### config.mk
export PLATFORM = sky130hd
export DESIGN_NAME = dacif_regs
export DESIGN_NICKNAME = d
export VERILOG_FILES = /design/src/rtl/dacif_pkg.sv /design/src/rtl/dacif_sync.sv /design/src/rtl/dacif_ctrl.sv /design/src/rtl/dacif_datapath.sv /design/src/rtl/dacif_regs.sv
export SDC_FILE = /design/constraint.sdc
export NUM_CORES = 1
export LEC_CHECK = 0
export ABC_AREA = 1
export CORE_MARGIN = 8
export CORE_UTILIZATION = 40
export DETAILED_ROUTE_END_ITERATION = 12
export GPL_TIMING_DRIVEN = 0
export MAX_ROUTING_LAYER = met4
export PLACE_DENSITY = 0.66
export RECOVER_POWER = 25
export SYNTH_ARGS = -nofsm -noshare
export SYNTH_HDL_FRONTEND = slang
export SYNTH_HIERARCHICAL = 1
export SYNTH_SLANG_ARGS = --single-unit
### constraint.sdc
create_clock -name clk -period 2.2 [get_ports clk]
set_input_delay 0.22 -clock clk [delete_from_list [all_inputs] [get_ports clk]]
set_output_delay 0.22 -clock clk [all_outputs]
set_load 0.005 [all_outputs]
### src/rtl/dacif_pkg.sv
package dacif_pkg;
  typedef struct packed {
    logic write;
    logic load;
    logic reset;
    logic resetMid;
  } dacStrobes_t;
endpackage

### src/rtl/dacif_sync.sv
module dacif_sync #(
  parameter int W = 1,
  parameter logic [W-1:0] RESET_VAL = '0
) (
  input  logic         clk,
  input  logic         rstN,
  input  logic [W-1:0] pinIn,
  output logic [W-1:0] level
);
  localparam int STAGES = 2;
  logic [W-1:0] stage [STAGES];

  genvar s;
  generate
    for (s = 0; s < STAGES; s++) begin : g_stage
      always_ff @(posedge clk) begin
        if (!rstN) stage[s] <= RESET_VAL;
        else if (s == 0) stage[s] <= pinIn;
        else stage[s] <= stage[(s == 0) ? 0 : s-1];
      end
    end
  endgenerate

  assign level = stage[STAGES-1];
endmodule

### src/rtl/dacif_ctrl.sv
module dacif_ctrl
  import dacif_pkg::*;
(
  input  logic        clk,
  input  logic        rstN,
  input  logic        csN,
  input  logic        rdWr,
  input  logic        ldStrobe,
  input  logic        rstPin,
  input  logic        rstSel,
  output dacStrobes_t strb,
  output logic        readEn
);
  localparam int NCTL   = 5;
  localparam int IDX_CS = 0;
  localparam int IDX_RW = 1;
  localparam int IDX_LD = 2;
  localparam int IDX_RS = 3;
  localparam int IDX_SL = 4;
  localparam logic [NCTL-1:0] IDLE = NCTL'(3);

  logic [NCTL-1:0] ctlLevel;
  logic ldLast, rsLast;
  logic ldRise, rsRise;

  dacif_sync #(.W(NCTL), .RESET_VAL(IDLE)) u_sync (
    .clk(clk), .rstN(rstN),
    .pinIn({rstSel, rstPin, ldStrobe, rdWr, csN}),
    .level(ctlLevel)
  );

  always_ff @(posedge clk) begin
    if (!rstN) begin
      ldLast <= 1'b0;
      rsLast <= 1'b0;
    end else begin
      ldLast <= ctlLevel[IDX_LD];
      rsLast <= ctlLevel[IDX_RS];
    end
  end

  assign ldRise = ctlLevel[IDX_LD] & ~ldLast;
  assign rsRise = ctlLevel[IDX_RS] & ~rsLast;

  always_comb begin
    strb.write    = ~ctlLevel[IDX_CS] & ~ctlLevel[IDX_RW];
    strb.load     = ldRise;
    strb.reset    = rsRise;
    strb.resetMid = ctlLevel[IDX_SL];
  end
  assign readEn = ~ctlLevel[IDX_CS] & ctlLevel[IDX_RW];

  // an edge gives a pulse one cycle wide
  assert_load_pulse_single_R4: assert property (@(posedge clk) disable iff (!rstN)
    ldRise |=> !ldRise);
  assert_reset_pulse_single_R6: assert property (@(posedge clk) disable iff (!rstN)
    rsRise |=> !rsRise);
endmodule

### src/rtl/dacif_datapath.sv
module dacif_datapath
  import dacif_pkg::*;
#(
  parameter int DW = 16
) (
  input  logic          clk,
  input  logic          rstN,
  input  dacStrobes_t   strb,
  input  logic [DW-1:0] busIn,
  output logic [DW-1:0] inReg,
  output logic [DW-1:0] dacReg
);
  localparam logic [DW-1:0] MID_CODE  = {1'b1, {(DW-1){1'b0}}};
  localparam logic [DW-1:0] ZERO_CODE = '0;

  logic [DW-1:0] busSync;

  dacif_sync #(.W(DW), .RESET_VAL(ZERO_CODE)) u_dsync (
    .clk(clk), .rstN(rstN), .pinIn(busIn), .level(busSync)
  );

  always_ff @(posedge clk) begin
    if (!rstN) begin
      inReg  <= ZERO_CODE;
      dacReg <= ZERO_CODE;
    end else if (strb.reset) begin
      inReg  <= strb.resetMid ? MID_CODE : ZERO_CODE;
      dacReg <= strb.resetMid ? MID_CODE : ZERO_CODE;
    end else begin
      if (strb.load)  dacReg <= inReg;
      if (strb.write) inReg  <= busSync;
    end
  end

  // the converter register moves only on a load or reset strobe
  assert_dac_moves_on_strobe_R5: assert property (@(posedge clk) disable iff (!rstN)
    (dacReg != $past(dacReg)) |-> $past(strb.load || strb.reset));
  // the staging register moves only on a write or reset strobe
  assert_stage_moves_on_write_R2: assert property (@(posedge clk) disable iff (!rstN)
    (inReg != $past(inReg)) |-> $past(strb.write || strb.reset));
  // after a reset strobe both registers hold the same legal reset code
  assert_reset_value_R6: assert property (@(posedge clk) disable iff (!rstN)
    strb.reset |=> (inReg == dacReg) && (dacReg == MID_CODE || dacReg == ZERO_CODE));
  // a load with a write takes the older staging word
  assert_load_old_word_R8: assert property (@(posedge clk) disable iff (!rstN)
    (strb.load && strb.write && !strb.reset) |=> dacReg == $past(inReg));
endmodule

### src/rtl/dacif_regs.sv
module dacif_regs
  import dacif_pkg::*;
#(
  parameter int DW = 16
) (
  input  logic          clk,
  input  logic          rstN,
  input  logic          csN,
  input  logic          rdWr,
  input  logic          ldStrobe,
  input  logic          rstPin,
  input  logic          rstSel,
  input  logic [DW-1:0] busIn,
  output logic [DW-1:0] busOut,
  output logic          busOe,
  output logic [DW-1:0] dacCode
);
  dacStrobes_t   strb;
  logic          readEn;
  logic [DW-1:0] inReg;

  dacif_ctrl u_ctrl (
    .clk(clk), .rstN(rstN), .csN(csN), .rdWr(rdWr), .ldStrobe(ldStrobe),
    .rstPin(rstPin), .rstSel(rstSel), .strb(strb), .readEn(readEn)
  );

  dacif_datapath #(.DW(DW)) u_dp (
    .clk(clk), .rstN(rstN), .strb(strb), .busIn(busIn),
    .inReg(inReg), .dacReg(dacCode)
  );

  assign busOut = inReg;
  assign busOe  = readEn;
endmodule

==> metrics <==
worst-margin pin slew=0.445 ns; Tot GR Track Use=11.8%; share of layout cells above drive strength 1=11.3%; placer's final routability congestion estimate=0.739; total CTS buffers=9; Buffers & Inverters on Critical Path=2; ys flop type=dfxtp_1; Crit path arrival time=1.27 ns; Final Critical Period=1.49 ns; sequential share of the synthesized area=60.7%; Buffers on Ports=55; clock slew at reported path FFs=0.07 ns; PostCTS Resize Cnt=0; pin count of the biggest net entering global routing=13; final setup fails=0; # IOs=56; worst skew pair latency=0.34 ns; most frequent cells in the layout=nand2_1 (98), dfxtp_1 (76), clkdlybuf4s50_1 (54); number of global-route vias before repair=1712; Leak=1.57 nW; TritonRoute pass-1 iters=4; Top delay family on crit path=buffers and inverters; slowest stage cell, crit path=clkdlybuf4s50_1; Layout Cell Area excl Fill=3370 sq um; Pwr Density=843 nW/um^2; vias per inst=4.14; CP Data Required Time=1.98 ns; Final Hold Vio Count=0; H-tree depth=3; Placed Area=3150 sq um; Peak Freq=0.671 GHz; # hold bufs at CTS=0; area share of fa/ha/maj cells after synthesis=0%; status=complete, no violations; routed len/inst=10.9 microns; Syn Nets=314; initial antenna violation count=0; root buf cell=clkbuf_8; core area=6200 sq um; Yosys reg bits=76; synthesized area=2510 sq um; Avg Inst Size Synth=8.62 sq um; Post-synth EDFFs=0; grt ovf=0; final net count=380; Chip Height=95.2 microns; vias post-DR=1818; main combinational cell family by area after synthesis=simple AND/OR/NAND/NOR gates; Inserted Diodes=0; simple-gate portion of the synthesized area=19.0%; Fin Hold WS=0.401 ns; Core Util, Final=54.4%; max-cap violations=0; final clock skew=0.0113 ns; peak per-stage delay on the critical path=0.50 ns; drt total wl=4790 microns; crit path cell chain=inv_1, nor2_2, clkdlybuf4s50_1; crit path capture type=output port; clk sinks=76; complex-gate fraction of the synthesized area=8.08%; CP Max Fanout=2; Die X=95.2 microns; Yosys cell types=16; Slew Viols, Final=0; post-synthesis xor/xnor area fraction=0%; commonest non-fill, non-tap cell in the layout=nand2_1; CTS tree=yes; Final period util=67.7%; DP HPWL=3430 microns; Yosys warning count=6; Starting Density=40.4%; critical setup path kind=reg2out; Initial DRC Count=73; RSZ-0062 raised after global routing=no; Worst setup SP type=flip-flop; Core Rows=29; Hold/Removal Path Class=reg2reg; residual DRC count=0; Worst VDD drop=0.500 mV; Synth Instances=291; P&R area growth vs syn=34.6%; post-synthesis mux area share=0%; global-route wire length before repair=7900 microns; clock tree buffer depth=2; setup repair bufs after CTS=0; Async SR Flop Fraction=0%; antenna viol nets, final=0; worst rel slew slack=70.3%; Fin Setup TNS=0 ns; DIE AREA=9060 sq um
-- path summary, 6_finish.rpt --
kind / cells past startpoint / slack, ns / from / to
worst max-delay path: 3 / 0.71 / u_ctrl/u_sync/stage[1][1]$_SDFF_PN1_ / busOe
worst min-delay path: 2 / 0.40 / u_ctrl/u_sync/stage[0][1]$_SDFF_PN1_ / u_ctrl/u_sync/stage[1][1]$_SDFF_PN1_
worst max register to register: 5 / 0.83 / u_ctrl/u_sync/stage[1][0]$_SDFF_PN1_ / u_dp/inReg[13]$_SDFFE_PN0P_
worst min register to register: 2 / 0.40 / u_ctrl/u_sync/stage[0][1]$_SDFF_PN1_ / u_ctrl/u_sync/stage[1][1]$_SDFF_PN1_
-- sequential cells by signal (all words and copies together), names as in the netlist --
name                 cells
u_dp/u_dsync/stage      32
u_ctrl/u_sync/stage     10
u_ctrl/ldLast            1
u_dp/dacReg             16
u_dp/inReg              16
u_ctrl/rsLast            1
-- routing by layer --
layer | up-vias | track usage [%] | part of all wire (%)
met1 | 779 | 13.5 | 47
met4 | 0 | 8.19 | 1.8
met2 | 41 | 17.3 | 46
met5 | - | - | 0
li1 | 990 | - | -
met3 | 8 | 3.78 | 4.8
-- metrics by stage --
step | power, mW | std cells | worst slack (ns)
floorplan | 1.53 | 291 | 1.07
global placement | 1.60 | 423 | 0.373
detailed placement | 1.60 | 423 | 0.341
CTS | 2.88 | 439 | 0.672
global route | 2.95 | 439 | 0.608
finish | 2.85 | 439 | 0.710
-- area by class of cell --
type | instances | area (sq um)
plain buffers | 12 | 73.8
well taps | 77 | 96.3
repair buffers | 55 | 551
clock buffers | 12 | 155
fillers | 561 | 2830
multi-input cells | 149 | 679
clock inverters | 4 | 95.1
flip-flops and latches | 76 | 1520
inverters | 54 | 203
-- kinds of logic after synthesis --
kind of cell / count (synthesis)
simple gates: 116
flops: 76
buf+inv: 66
compound gates: 33
-- report_power, final --
group,internal (mW),total [mW],switching (mW)
combinational,0.0670,0.134,0.0673
clock,0.814,1.29,0.472
sequential,1.41,1.43,0.0113
-- worst register-to-register path: cells and delay by family, from the launching register on --
| kind | cells | cell delay [ns] |
|---|---|---|
| buf+inv | 2 | 0.46 |
| flops | 1 | 0.32 |
| simple gates | 3 | 0.48 |
-- synthesized netlist by cell type, types with 2 or more instances --
library cell / instances / area (sq um)
nor2_4: 3 / 33.8
nand2_1: 98 / 368
o21ai_0: 6 / 30.0
nand3_1: 4 / 20.0
a21oi_2: 10 / 87.6
dfxtp_1: 76 / 1520
inv_1: 52 / 195
buf_6: 6 / 67.6
buf_2: 2 / 10.0
nor2_2: 3 / 18.8
nor2_1: 7 / 26.3
buf_4: 3 / 22.5
a21oi_1: 17 / 85.1
inv_2: 2 / 7.51
Note: power is estimated with default switching activity, not from simulation.
